**src/rtl/prbs_pkg.sv**
```systemverilog
package prbs_pkg;

  localparam int unsigned MAX_ORDER = 63;
  localparam int unsigned IDX_W     = 6;

  typedef struct packed {
    logic invSym;     // complement the current fixed symbol
    logic clrCnt;     // zero the error total
    logic countErrs;  // add this word's errors to the total
  } strobe_t;

  function automatic logic [IDX_W-1:0] polyOrder(input logic [2:0] sel);
    case (sel)
      3'b011:  return 6'd15;
      3'b100:  return 6'd23;
      3'b101:  return 6'd31;
      3'b110:  return 6'd58;
      3'b111:  return 6'd63;
      default: return 6'd11;
    endcase
  endfunction

  function automatic logic [IDX_W-1:0] polyTap(input logic [2:0] sel);
    case (sel)
      3'b011:  return 6'd14;
      3'b100:  return 6'd18;
      3'b101:  return 6'd28;
      3'b110:  return 6'd39;
      3'b111:  return 6'd62;
      default: return 6'd9;
    endcase
  endfunction

endpackage

```
**src/rtl/prbs_dp.sv**
```systemverilog
module prbs_dp
  import prbs_pkg::*;
#(
  parameter int unsigned DATA_W = 16,
  parameter int unsigned ERR_W  = 11
) (
  input  logic              clk,
  input  logic              rstN,
  input  logic [2:0]        patSel,
  input  logic              fixedMode,
  input  logic [DATA_W-1:0] fixedPat,
  input  logic              polInvEn,
  input  logic [DATA_W-1:0] rxData,
  input  strobe_t           strb,
  output logic [DATA_W-1:0] txData,
  output logic [ERR_W-1:0]  errCount,
  output logic              wordClean
);

  localparam int unsigned NUM_W = $clog2(DATA_W + 1);
  localparam logic [ERR_W-1:0] CNT_MAX = '1;

  logic [MAX_ORDER-1:0] genState, genNext, chkHist, chkNext, actMask;
  logic [DATA_W-1:0]    prbsWord, txWord, errBits;
  logic [IDX_W-1:0]     ordN, tapT;
  logic [NUM_W-1:0]     errNum;
  logic [ERR_W:0]       sumW;
  logic [ERR_W-1:0]     satVal;

  assign ordN = polyOrder(patSel);
  assign tapT = polyTap(patSel);

  // bits of the state that the selected polynomial actually uses
  always_comb begin
    for (int j = 0; j < MAX_ORDER; j++) actMask[j] = (j < int'(ordN));
  end

  // generator: DATA_W shifts per clock, newest bit at index 0
  always_comb begin
    logic [MAX_ORDER-1:0] s;
    logic nb;
    s = genState;
    if ((genState & actMask) == '0) s = '1;
    prbsWord = '0;
    for (int i = 0; i < DATA_W; i++) begin
      nb = s[ordN - 6'd1] ^ s[tapT - 6'd1];
      s  = {s[MAX_ORDER-2:0], nb};
      prbsWord[DATA_W-1-i] = nb;
    end
    genNext = s;
  end

  assign txWord = fixedMode ? (fixedPat ^ {DATA_W{strb.invSym}})
                            : (prbsWord ^ {DATA_W{polInvEn}});

  // checker: predict each bit from received history, then shift it in
  always_comb begin
    logic [MAX_ORDER-1:0] h;
    logic rb, pb;
    h = chkHist;
    errBits = '0;
    for (int i = 0; i < DATA_W; i++) begin
      rb = rxData[DATA_W-1-i] ^ polInvEn;
      pb = h[ordN - 6'd1] ^ h[tapT - 6'd1];
      errBits[DATA_W-1-i] = rb ^ pb;
      h = {h[MAX_ORDER-2:0], rb};
    end
    chkNext = h;
  end

  always_comb begin
    errNum = '0;
    for (int i = 0; i < DATA_W; i++) errNum = errNum + NUM_W'(errBits[i]);
  end

  assign wordClean = (errBits == '0);
  assign sumW      = {1'b0, errCount} + (ERR_W+1)'(errNum);
  assign satVal    = (sumW > {1'b0, CNT_MAX}) ? CNT_MAX : sumW[ERR_W-1:0];

  always_ff @(posedge clk) begin
    if (!rstN) begin
      genState <= '1;
      txData   <= '0;
      chkHist  <= '0;
      errCount <= '0;
    end else begin
      genState <= genNext;
      txData   <= txWord;
      chkHist  <= chkNext;
      if (strb.clrCnt)         errCount <= '0;
      else if (strb.countErrs) errCount <= satVal;
    end
  end

  assert_state_nonzero_R3: assert property (@(posedge clk) disable iff (!rstN)
    genState != '0);
  assert_sat_hold_R9: assert property (@(posedge clk) disable iff (!rstN)
    (errCount == CNT_MAX && !strb.clrCnt) |=> errCount == CNT_MAX);
  assert_no_wrap_R9: assert property (@(posedge clk) disable iff (!rstN)
    !strb.clrCnt |=> errCount >= $past(errCount));
  assert_clear_R10: assert property (@(posedge clk) disable iff (!rstN)
    strb.clrCnt |=> errCount == '0);
  assert_idle_count_R8: assert property (@(posedge clk) disable iff (!rstN)
    (!strb.countErrs && !strb.clrCnt) |=> $stable(errCount));

endmodule

```
**src/rtl/prbs_ctrl.sv**
```systemverilog
module prbs_ctrl
  import prbs_pkg::*;
#(
  parameter int unsigned DATA_W     = 16,
  parameter int unsigned LOCK_WORDS = 4
) (
  input  logic    clk,
  input  logic    rstN,
  input  logic    fixedMode,
  input  logic    altInvEn,
  input  logic    cntClr,
  input  logic    wordClean,
  output strobe_t strb,
  output logic    rxLocked
);

  localparam int unsigned FILL_WORDS = (MAX_ORDER + DATA_W - 1) / DATA_W;
  localparam int unsigned FILL_W     = $clog2(FILL_WORDS + 1);
  localparam int unsigned RUN_W      = $clog2(LOCK_WORDS + 1);

  logic              phase, locked;
  logic [FILL_W-1:0] fillCnt;
  logic [RUN_W-1:0]  runCnt;

  always_ff @(posedge clk) begin
    if (!rstN) begin
      phase   <= 1'b0;
      locked  <= 1'b0;
      fillCnt <= '0;
      runCnt  <= '0;
    end else begin
      phase <= fixedMode ? ~phase : 1'b0;
      if (fillCnt != FILL_W'(FILL_WORDS)) begin
        fillCnt <= fillCnt + 1'b1;
      end else if (!locked) begin
        if (wordClean) begin
          if (runCnt == RUN_W'(LOCK_WORDS - 1)) locked <= 1'b1;
          else                                   runCnt <= runCnt + 1'b1;
        end else begin
          runCnt <= '0;
        end
      end
    end
  end

  assign strb.invSym    = altInvEn & phase;
  assign strb.clrCnt    = cntClr;
  assign strb.countErrs = locked;
  assign rxLocked       = locked;

  assert_lock_sticky_R8: assert property (@(posedge clk) disable iff (!rstN)
    locked |=> locked);
  assert_no_lock_dirty_R8: assert property (@(posedge clk) disable iff (!rstN)
    (!locked && !wordClean) |=> !locked);

endmodule

```
**src/rtl/prbs_engine.sv**
```systemverilog
module prbs_engine
  import prbs_pkg::*;
#(
  parameter int unsigned DATA_W     = 16,
  parameter int unsigned ERR_W      = 11,
  parameter int unsigned LOCK_WORDS = 4
) (
  input  logic              clk,
  input  logic              rstN,
  input  logic [2:0]        patSel,
  input  logic              fixedMode,
  input  logic [DATA_W-1:0] fixedPat,
  input  logic              altInvEn,
  input  logic              polInvEn,
  input  logic              cntClr,
  input  logic [DATA_W-1:0] rxData,
  output logic [DATA_W-1:0] txData,
  output logic              rxLocked,
  output logic [ERR_W-1:0]  errCount
);

  strobe_t strb;
  logic    wordClean;

  prbs_ctrl #(.DATA_W(DATA_W), .LOCK_WORDS(LOCK_WORDS)) uCtrl (
    .clk(clk), .rstN(rstN), .fixedMode(fixedMode), .altInvEn(altInvEn),
    .cntClr(cntClr), .wordClean(wordClean), .strb(strb), .rxLocked(rxLocked)
  );

  prbs_dp #(.DATA_W(DATA_W), .ERR_W(ERR_W)) uDp (
    .clk(clk), .rstN(rstN), .patSel(patSel), .fixedMode(fixedMode),
    .fixedPat(fixedPat), .polInvEn(polInvEn), .rxData(rxData), .strb(strb),
    .txData(txData), .errCount(errCount), .wordClean(wordClean)
  );

endmodule

```
**config.mk**
```make
export PLATFORM = sky130hd
export DESIGN_NAME = prbs_engine
export DESIGN_NICKNAME = d
export VERILOG_FILES = /design/src/rtl/prbs_pkg.sv /design/src/rtl/prbs_dp.sv /design/src/rtl/prbs_ctrl.sv /design/src/rtl/prbs_engine.sv
export SDC_FILE = /design/constraint.sdc
export NUM_CORES = 1
export LEC_CHECK = 0
export ABC_AREA = 1
export BUFFER_PORTS_ARGS = -buffer_cell sky130_fd_sc_hd__buf_2
export CAP_MARGIN = 0
export CORE_AREA = 5 5 170 172
export DETAILED_ROUTE_END_ITERATION = 7
export DIE_AREA = 0 0 175 177
export PLACE_DENSITY = 0.93
export SYNTH_ARGS = -nofsm -noshare
export SYNTH_HDL_FRONTEND = slang
export SYNTH_SLANG_ARGS = --single-unit
```
**constraint.sdc**
```tcl
create_clock -name clk -period 31.5 [get_ports clk]
set_input_delay 3.15 -clock clk [delete_from_list [all_inputs] [get_ports clk]]
set_output_delay 3.15 -clock clk [all_outputs]
set_load 0.01 [all_outputs]
```
==> metrics list, run 1 <==
- Number of design-rule violations left by the first detailed-router iteration: between 3000 and 4000
* Required arrival time at the worst endpoint: 31860 ps
- The core region is between 20000 and 30000 sq um.
- Count of final hold-check violations: 0
* Die extent in y: about 180 microns
* Average vias per placed instance: between 6 and 7
- Buffers placed on the I/O ports in this run total 68.
- The layout has 2631 filler cells.
- Counting flops with an async set or reset pin after synthesis yields a share of 0%.
- P&R area growth vs syn: 1.65%
- Setup slack of the critical path after layout: 14140 ps
- Depth of the most critical reg-to-reg path: between 100 and 150
- Clock Tree Buf Depth: 2
- # setup viols final: 0
- The synthesized netlist devotes between 30% and 40% of its cell area to simple gates.
- In the finished design, the share of the clock period the worst path needs comes to between 50% and 60%.
- Multi-input gate area: 11500 sq um
- First element of the critical path: patSel[2]
* Setup crit end kind: flop
- Cell row count: between 60 and 70
- Total track usage: between 40 and 50%
- Ratio of total power to cell area: ~70 nW/um^2
- In this run the clock root is driven by a sky130_fd_sc_hd__clkbuf_16.
* DIE AREA: just over 30000 sq um
- The initial antenna violation count is 0.
* Placer congestion estimate: 1.11
- Cell with the largest stage delay on the worst path: sky130_fd_sc_hd__nor2_1
- Resized Gates After CTS: 0
- Wire length reported by the detailed router: ~68 mm
* Congestion Overflow GR: 0
* Initial Utilization: about 64%
- The tool flagged a number of max-cap violations equal to 0.
* Clock tree from TritonCTS: yes
* Adder-Cell Fraction of Synth Area: roughly 2.5%
- The average instance in the mapped netlist occupies 5.97 sq um.
- For this run, the top clock speed supported by timing is between 0.05 and 0.06 GHz.
* Worst-case vdd ir drop: approximately 0.13 mV
- Clock period minus worst slack: between 15000 and 20000 ps
- After synthesis, the netlist uses between 60 and 70 different library cells.
- For this design the static power due to leakage is a little under 9 nW.
- Sequential cell area: ~3200 sq um
- Adding up every negative setup slack in the final design gives 0 ps.
- The synthesized netlist devotes about 4.2% of its cell area to XOR and XNOR gates.
- Number of slew-limit violations in the final report: 0
- After synthesis, the largest family of logic cells by area is simple AND/OR/NAND/NOR gates.
- Cells after Synth: 2918
- Flop and latch count out of synthesis: ~160
- Hold repair after CTS inserted 0 buffers.
- Start of the worst register-to-register path: uDp.genState[3]$_SDFF_PN1_
- Most frequent cell on the critical path: sky130_fd_sc_hd__nand2_1
- Setup slack on the worst reg-to-reg path comes out at around 18000 ps.
- At the pin with the least slew margin, the transition time is 1060 ps.
* Count of inserted antenna diode cells: 0
- Setup repair after global routing missed its margin: false
* Post-detailed-route DRC marker count: 0
- Run status: finished clean
- First-pass GRT wire length: 105 mm
- Final net count: about 2900
- Summed over all nets, the half-perimeter wirelength after detailed placement is ~48 mm.
* Relative slew margins: between 20 and 30%
- Worst R2R End: uDp.txData[0]$_SDFF_PN0_
- Average detailed-routed wire length per instance: around 21 microns
* Net count after synthesis: approximately 3000
* Worst Setup EP: uDp.txData[0]$_SDFF_PN0_
- Post-layout utilization of the core: ~65%
* Later-pin clock latency in the skew report: ~470 ps
* DIE WIDTH: 175 microns
* Number of enable-type register cells in the synthesized netlist: 0
- Maximum number of pins on one net before global-route repair: 187
- Multiplexer area fraction after synthesis: 1.61%
- The routed layout has between 20000 and 25000 vias.
* Share of the synthesized area in compound gates (AO/OA/AOI/OAI): between 20% and 30%
- In this run the number of H-tree levels came out at 4.
* Final antenna-violating net count: 0
* Worst Skew: approximately 18 ps
- Setup CP Type: input pin to flop
* Layout cells sized above 1: 9.99%
* Count of pins on the block boundary: around 70
* Post-Place Worst Slack: approximately 14000 ps
- Summing the sequential cell areas from Yosys gives between 15 and 20% of the chip area.
- Clock-pin slew was measured on the worst setup and hold paths at about 70 ps.
- Worst-path maximum fanout: between 100 and 150
- The tightest min-delay check is of the flop to flop type.
* Mapped Area: around 17000 sq um
- Num Clock Sinks: approximately 160
* Post-CTS setup-driven buffer insertion count: 0
* Worst endpoint data arrival time: about 18000 ps
- The worst hold path passes through 2 cells.
- Number of global-route vias before repair: between 15000 and 20000
* CP max stage delay: between 700 and 800 ps
- TritonCTS buffer count: 17
- Number of synthesis warnings: 0
* Post-synth top flop: sky130_fd_sc_hd__dfxtp_1
- The worst setup path is launched from an input pin.
* Iteration count of the initial detailed-routing pass: 7
==> critical path, delay by kind of cell <==
kind                     cells  cell delay, ps
AO/OA/AOI/OAI                1             250
adder cells (fa/ha/maj)      1             640
buffers and inverters        6            2160
AND/OR/NAND/NOR            132           11480
==> layout by cell type, fill, tap and decap left out, drive strengths merged, types with 3 or more instances in the layout <==
master	netlist	layout
o221ai	19	19
dfxtp	161	161
o21bai	8	8
o211a	3	3
a22o	4	4
a211oi	5	5
ha	17	17
a21oi	123	123
o2111ai	4	4
or2	12	12
nand2	825	825
nand3	301	301
nor2	207	207
clkbuf	107	19
nor3	5	5
xor2	46	46
a32oi	6	6
nand4	10	10
clkinv	10	11
o31ai	7	7
a32o	3	3
nand3b	19	19
fa	11	11
a221oi	18	18
bufinv	0	5
o22ai	16	16
o311ai	7	7
a31oi	19	19
o211ai	42	42
buf	102	94
xnor2	37	37
mux2i	28	28
o21ai	388	388
inv	333	338
==> per-layer routing <==
metal  share of wire (%)  vias to the layer above  track usage (%)
met5                   0                        -                0
met4                 9.0                        0             31.1
met3                  13                      415             8.89
li1                    -                     9392                -
met2                  42                     1682             66.2
met1                  36                     9283             53.0
==> flip-flops by register name (all words and copies together) (netlist names) <==
| name | cells |
|---|---|
| uDp.chkHist | 63 |
| uDp.errCount | 11 |
| uDp.genState | 63 |
| uCtrl.runCnt | 3 |
| uCtrl.rxLocked | 1 |
| uCtrl.phase | 1 |
| uCtrl.fillCnt | 3 |
| uDp.txData | 16 |
==> cells by family (layout without fill, tap and decap cells) <==
logic type / after synthesis / in the layout
AO/OA/AOI/OAI: 684 / 684
XOR/XNOR: 83 / 83
adder cells (fa/ha/maj): 28 / 28
buffers and inverters: 552 / 467
flip-flops: 161 / 161
multiplexers: 28 / 28
AND/OR/NAND/NOR: 1382 / 1382
==> metrics by stage <==
| step | area (sq um) | total power [mW] | hold WS [ps] | std cells |
|---|---|---|---|---|
| final | 17700 | 1.24 | 420 | 3179 |
| after global routing | 17700 | 1.33 | 459 | 3179 |
| after global placement | 17100 | 0.941 | 412 | 3149 |
| after floorplan | 17400 | 0.808 | 400 | 2918 |
| after CTS | 17700 | 1.22 | 430 | 3179 |
| after detailed placement | 17100 | 0.976 | 422 | 3149 |
==> worst min path at each step <==
stage / slack [ps] / to / startpoint
2_1_floorplan: 400 / uCtrl.phase$_SDFF_PN0_ / uCtrl.phase$_SDFF_PN0_
3_3_place_gp: 410 / uDp.chkHist[58]$_SDFF_PN0_ / uDp.chkHist[42]$_SDFF_PN0_
3_5_place_dp: 420 / uDp.chkHist[54]$_SDFF_PN0_ / uDp.chkHist[38]$_SDFF_PN0_
4_1_cts: 430 / uDp.chkHist[54]$_SDFF_PN0_ / uDp.chkHist[38]$_SDFF_PN0_
5_1_grt: 460 / uCtrl.phase$_SDFF_PN0_ / uCtrl.phase$_SDFF_PN0_
6_report: 420 / uDp.chkHist[52]$_SDFF_PN0_ / uDp.chkHist[36]$_SDFF_PN0_
==> area by class of cell <==
class	instances	share of cell area [%]
sequential	161	18.2
tap	346	2.45
inverter	343	7.40
clock buffer	19	2.50
multi-input combinational	2205	65.2
timing repair buffer	94	3.11
clock inverter	11	1.14
==> power by group <==
| part | switching [mW] | internal (mW) |
|---|---|---|
| Combinational | 0.491 | 0.274 |
| Sequential | 0.0155 | 0.221 |
| Clock | 0.0953 | 0.143 |
| Total | 0.602 | 0.638 |
==> cells in the mapped netlist, drive strengths merged (11+ instances only) <==
cell type  count  share of area, %
clkbuf       107               2.5
o211ai        42               1.8
a31oi         19              0.68
buf          102               5.5
mux2i         28               1.6
ha            17               1.2
nand3b        19               1.0
nand2        825                18
fa            11               1.3
a21oi        123               3.6
inv          333               7.2
nor2         207               4.5
xnor2         37               1.9
or2           12              0.43
o221ai        19              0.96
dfxtp        161                19
o21ai        388                11
a221oi        18              0.91
o22ai         16              0.57
nand3        301                10
xor2          46               2.4
(Power assumes the default switching activity.)
==> inputs of run 2 (changes only) <==
--- a/config.mk
+++ b/config.mk
@@ -5,13 +5,13 @@
 export SDC_FILE = /design/constraint.sdc
 export NUM_CORES = 1
 export LEC_CHECK = 0
-export ABC_AREA = 1
+export ABC_AREA = 0
 export BUFFER_PORTS_ARGS = -buffer_cell sky130_fd_sc_hd__buf_2
 export CAP_MARGIN = 0
-export CORE_AREA = 5 5 170 172
+export CORE_AREA = 5 5 181 183
 export DETAILED_ROUTE_END_ITERATION = 7
-export DIE_AREA = 0 0 175 177
-export PLACE_DENSITY = 0.93
+export DIE_AREA = 0 0 186 188
+export PLACE_DENSITY = 0.88
 export SYNTH_ARGS = -nofsm -noshare
 export SYNTH_HDL_FRONTEND = slang
 export SYNTH_SLANG_ARGS = --single-unit
==> constraint.sdc (replaced) <==
create_clock -name clk -period 15.54 [get_ports clk]
set_input_delay 1.554 -clock clk [delete_from_list [all_inputs] [get_ports clk]]
set_output_delay 1.554 -clock clk [all_outputs]
set_load 0.01 [all_outputs]
==> run 2 against run 1 <==
  * The run now ends with design-rule violations, max-capacitance violations, max-slew violations left
  * Clock power rose by 84%
  * Final cell count fell by 19%
  * Synthesized area rose by 1.3%
==> metrics list, run 2 <==
- The async set-or-reset flop fraction in the synthesized netlist is 0% (unchanged).
- Ranked by total cell area, the synthesized netlist is headed by sky130_fd_sc_hd__dfxtp_1 18%, sky130_fd_sc_hd__mux2i_1 14%, sky130_fd_sc_hd__mux4_2 7.5%, sky130_fd_sc_hd__nand2_1 5.5%, sky130_fd_sc_hd__nor2_1 4.1%.
- Later-pin clock latency in the skew report: 490 ps (+20 ps)
* Relative slew margins: -0.222% (-30 points)
- The number of enable-type register cells in the synthesized netlist was 0 (unchanged).
* Clock input transition at the sequential cells of the worst setup and hold paths: 70 ps (about the same)
- The number of buffers on the longest clock path was 2 (unchanged).
- After layout, the minimum clock period comes to between 10000 and 15000 ps.
- The final hold slack came to 457 ps (+36.6 ps).
- Post-synth top flop: sky130_fd_sc_hd__dfxtp_1
* Congestion Overflow GR: 0 (unchanged)
- The initial antenna violation count came to 1 (+1).
- The via-per-instance ratio came to 7.54 (+15%).
- The average wire per cell in the routed design was 29.4 microns (+37%).
* Worst-path maximum fanout: 78 (-27%)
- The synthesized area per cell is 7.80 sq um (+31%).
* Mapped Area: 17600 sq um (+1.3%)
- Launching element type of the critical path: input pin
- Cell with the largest stage delay on the worst path: sky130_fd_sc_hd__buf_4
- The cell count after synthesis came to 2261 (-23%).
- The post-synthesis register bit count is 161 (unchanged).
- Total track usage: 41.9% (-0.89 points)
* Count of final hold-check violations: 0 (unchanged)
- Worst Skew: 16.2 ps (-1.39 ps)
- The pin slew with the least headroom to its limit is 1480 ps (+427 ps).
- Core box area: 31100 sq um (+14%)
* TritonCTS buffer count: 17 (unchanged)
- Net count after synthesis: 2330 (-22%)
- Ratio of total power to cell area: 136 nW/um^2 (+95%)
* Area share of the largest cell type after synthesis: 18.3% (-0.23 points)
* Worst endpoint data arrival time: 11080 ps (-6640 ps)
- By startpoint and endpoint, the worst setup path is classified as input pin to flop.
- The worst hold path belongs to the class flop to flop.
- First-pass GRT wire length: 113 mm (+7.4%)
* Filler cells: 2826 (+7.4%)
- The worst stage delay on the critical path is 920 ps (+140 ps).
- The number of library cell types mapped by synthesis came to 99 (+52%).
- Num Clock Sinks: 161 (unchanged)
- Most common cell after layout, fill and taps aside: sky130_fd_sc_hd__nand2_1
- FMAX: 0.0934 GHz
- Number of synthesis warnings: 0 (unchanged)
* Count of pins on the block boundary: 69 (unchanged)
* # setup viols final: 0 (unchanged)
- The overall die height was 188 microns (+6.2%).
* Setup crit end kind: flop
- Post-detailed-placement half-perimeter wirelength: 52.6 mm (+9.0%)
- The checks that failed: design-rule violations, max-capacitance violations, max-slew violations.
* Post-CTS setup-driven buffer insertion count: 0 (unchanged)
* Run status: finished, violations left
- The post-placement cell count is 2545 (-19%).
- Final worst-path cycle share: about 69%
- The root buffer cell chosen for the clock tree is sky130_fd_sc_hd__clkbuf_16.
* Required arrival time at the worst endpoint: 15910 ps (-15950 ps)
- The last weighted congestion value of the routability-driven placer was 1.10 (-0.35%).
- Number of slew-limit violations in the final report: 1 (+1)
* Number of global-route vias before repair: 17770 (-6.7%)
* Cell with the most instances after synthesis: sky130_fd_sc_hd__nand2_1
* Worst-case vdd ir drop: 0.195 mV (+52%)
- The reported leakage power came to 7.29 nW (-16%).
- Top library cells by usage in the layout, fill and taps aside: 259 x sky130_fd_sc_hd__nand2_1, 246 x sky130_fd_sc_hd__mux2i_1, 190 x sky130_fd_sc_hd__nor2_1
- The detailed-route DRC error count came to 2 (+2).
- The layout cell share with drive strength beyond 1 was 12.7% (+2.7 points).
- Final non-filler cell total: 2580 (-19%)
- The sequential area share after synthesis came to 18.3% (-0.23 points).
- The number of buffers inserted for hold repair after clock tree synthesis was 0 (unchanged).
- Cell row count: 65 (+6.6%)
- The max-capacitance violation count was 1 (+1).
- Count of buffers from port buffering: 68 (unchanged)
* Setup repair after global routing missed its margin: false
* DIE AREA: 35000 sq um (+13%)
* Wire length reported by the detailed router: 75.7 mm (+11%)
* Number of H-tree levels: 4 (unchanged)
- Iteration count of the initial detailed-routing pass: 8 (+1)
* P&R area growth vs syn: 5.08%
- DIE WIDTH: 186 microns (+6.3%)
* Synth cell count leaders: 259 x sky130_fd_sc_hd__nand2_1, 246 x sky130_fd_sc_hd__mux2i_1, 191 x sky130_fd_sc_hd__nor2_1, 161 x sky130_fd_sc_hd__dfxtp_1, 151 x sky130_fd_sc_hd__clkbuf_1
* Setup Total Neg Slack: 0 ps (unchanged)
* Vias after detailed routing: 19463 (-6.3%)
* Maximum number of pins on one net before global-route repair: 81 (-57%)
- Final net count: 2231 (-23%)
- The number of nets with antenna violations after routing is 0 (unchanged).
- Clock tree from TritonCTS: yes
- The number of gates resized after cts is 0 (unchanged).
- The starting DRC count in detailed routing was 3956 (+3.3%).
* Biggest registers after layout: uDp.chkHist x63, uDp.genState x63, uDp.txData x16
* Area leader, netlist: sky130_fd_sc_hd__dfxtp_1
- The initial cell density of the core was 56.8% (-7.0 points).
-- run 2: changes by cell type after synthesis, sizes merged, moves of 58 or more --
cell   delta
mux2i   +220
mux4     +59
nand3   -264
and2     +73
o21ai   -285
nand2   -566
inv     -306
or3      +58
-- run 2: cell families after synthesis --
logic type,Yosys count,share of synthesized area (%)
compound gates,593,23.1
xor+xnor,118,6.05
fa+ha+maj,29,2.53
buf+inv,259,5.97
flops,161,18.3
mux,342,24.0
simple gates,759,20.1
-- run 2: final cells by class --
cell class / instances / area (sq um) / area share, %
clock buffers: 17 / 425 / 2.30
well taps: 402 / 503 / 2.71
flip-flops and latches: 161 / 3220 / 17.4
multi-input cells: 1841 / 13400 / 72.4
diodes: 3 / 7.51 / 0.0405
repair buffers: 111 / 668 / 3.61
inverters: 30 / 125 / 0.675
clock inverters: 15 / 165 / 0.891
-- run 2: metrics by stage --
stage | cell area [sq um] | worst slack [ps] | power (mW) | utilization (%)
floorplan | 17600 | 1560 | 1.64 | -
global placement | 17900 | 4720 | 2.01 | 57.7
detailed placement | 17900 | 4610 | 2.04 | 57.7
CTS | 18500 | 5100 | 2.48 | 59.6
global route | 18500 | 4370 | 2.68 | 59.6
finish | 18500 | 4830 | 2.53 | 59.7
-- run 2: worst paths after layout --
| path | startpoint | endpoint | slack (ps) | cells past startpoint |
|---|---|---|---|---|
| setup / recovery | patSel[1] | uDp.txData[4]$_SDFF_PN0_ | 4830 | 26 |
| hold / removal | uCtrl.phase$_SDFF_PN0_ | uCtrl.phase$_SDFF_PN0_ | 460 | 1 |
| setup reg to reg | uDp.genState[9]$_SDFF_PN1_ | uDp.txData[4]$_SDFF_PN0_ | 7620 | 22 |
| hold reg to reg | uCtrl.phase$_SDFF_PN0_ | uCtrl.phase$_SDFF_PN0_ | 460 | 1 |
-- run 2: critical path: cells and delay by family --
kind	cells	cell delay (ps)
compound gates	12	3660
xor+xnor	1	340
buf+inv	4	2650
simple gates	5	1160
fa+ha+maj	1	390
mux	3	1170
-- run 2: routing by layer --
layer / vias up / wire, microns / track usage, %
li1: 8159 / - / -
met1: 9059 / 28500 / 57.5
met2: 1787 / 30300 / 58.7
met3: 456 / 12000 / 16.0
met4: 2 / 4930 / 17.3
met5: - / 84 / 1.86
-- run 2: power by group --
part | internal, mW | leakage, nW | switching (mW) | total, mW
clock | 0.215 | 0.280 | 0.221 | 0.437
combinational | 0.628 | 5.69 | 0.911 | 1.54
sequential | 0.451 | 1.32 | 0.102 | 0.554
total | 1.30 | 7.29 | 1.23 | 2.53
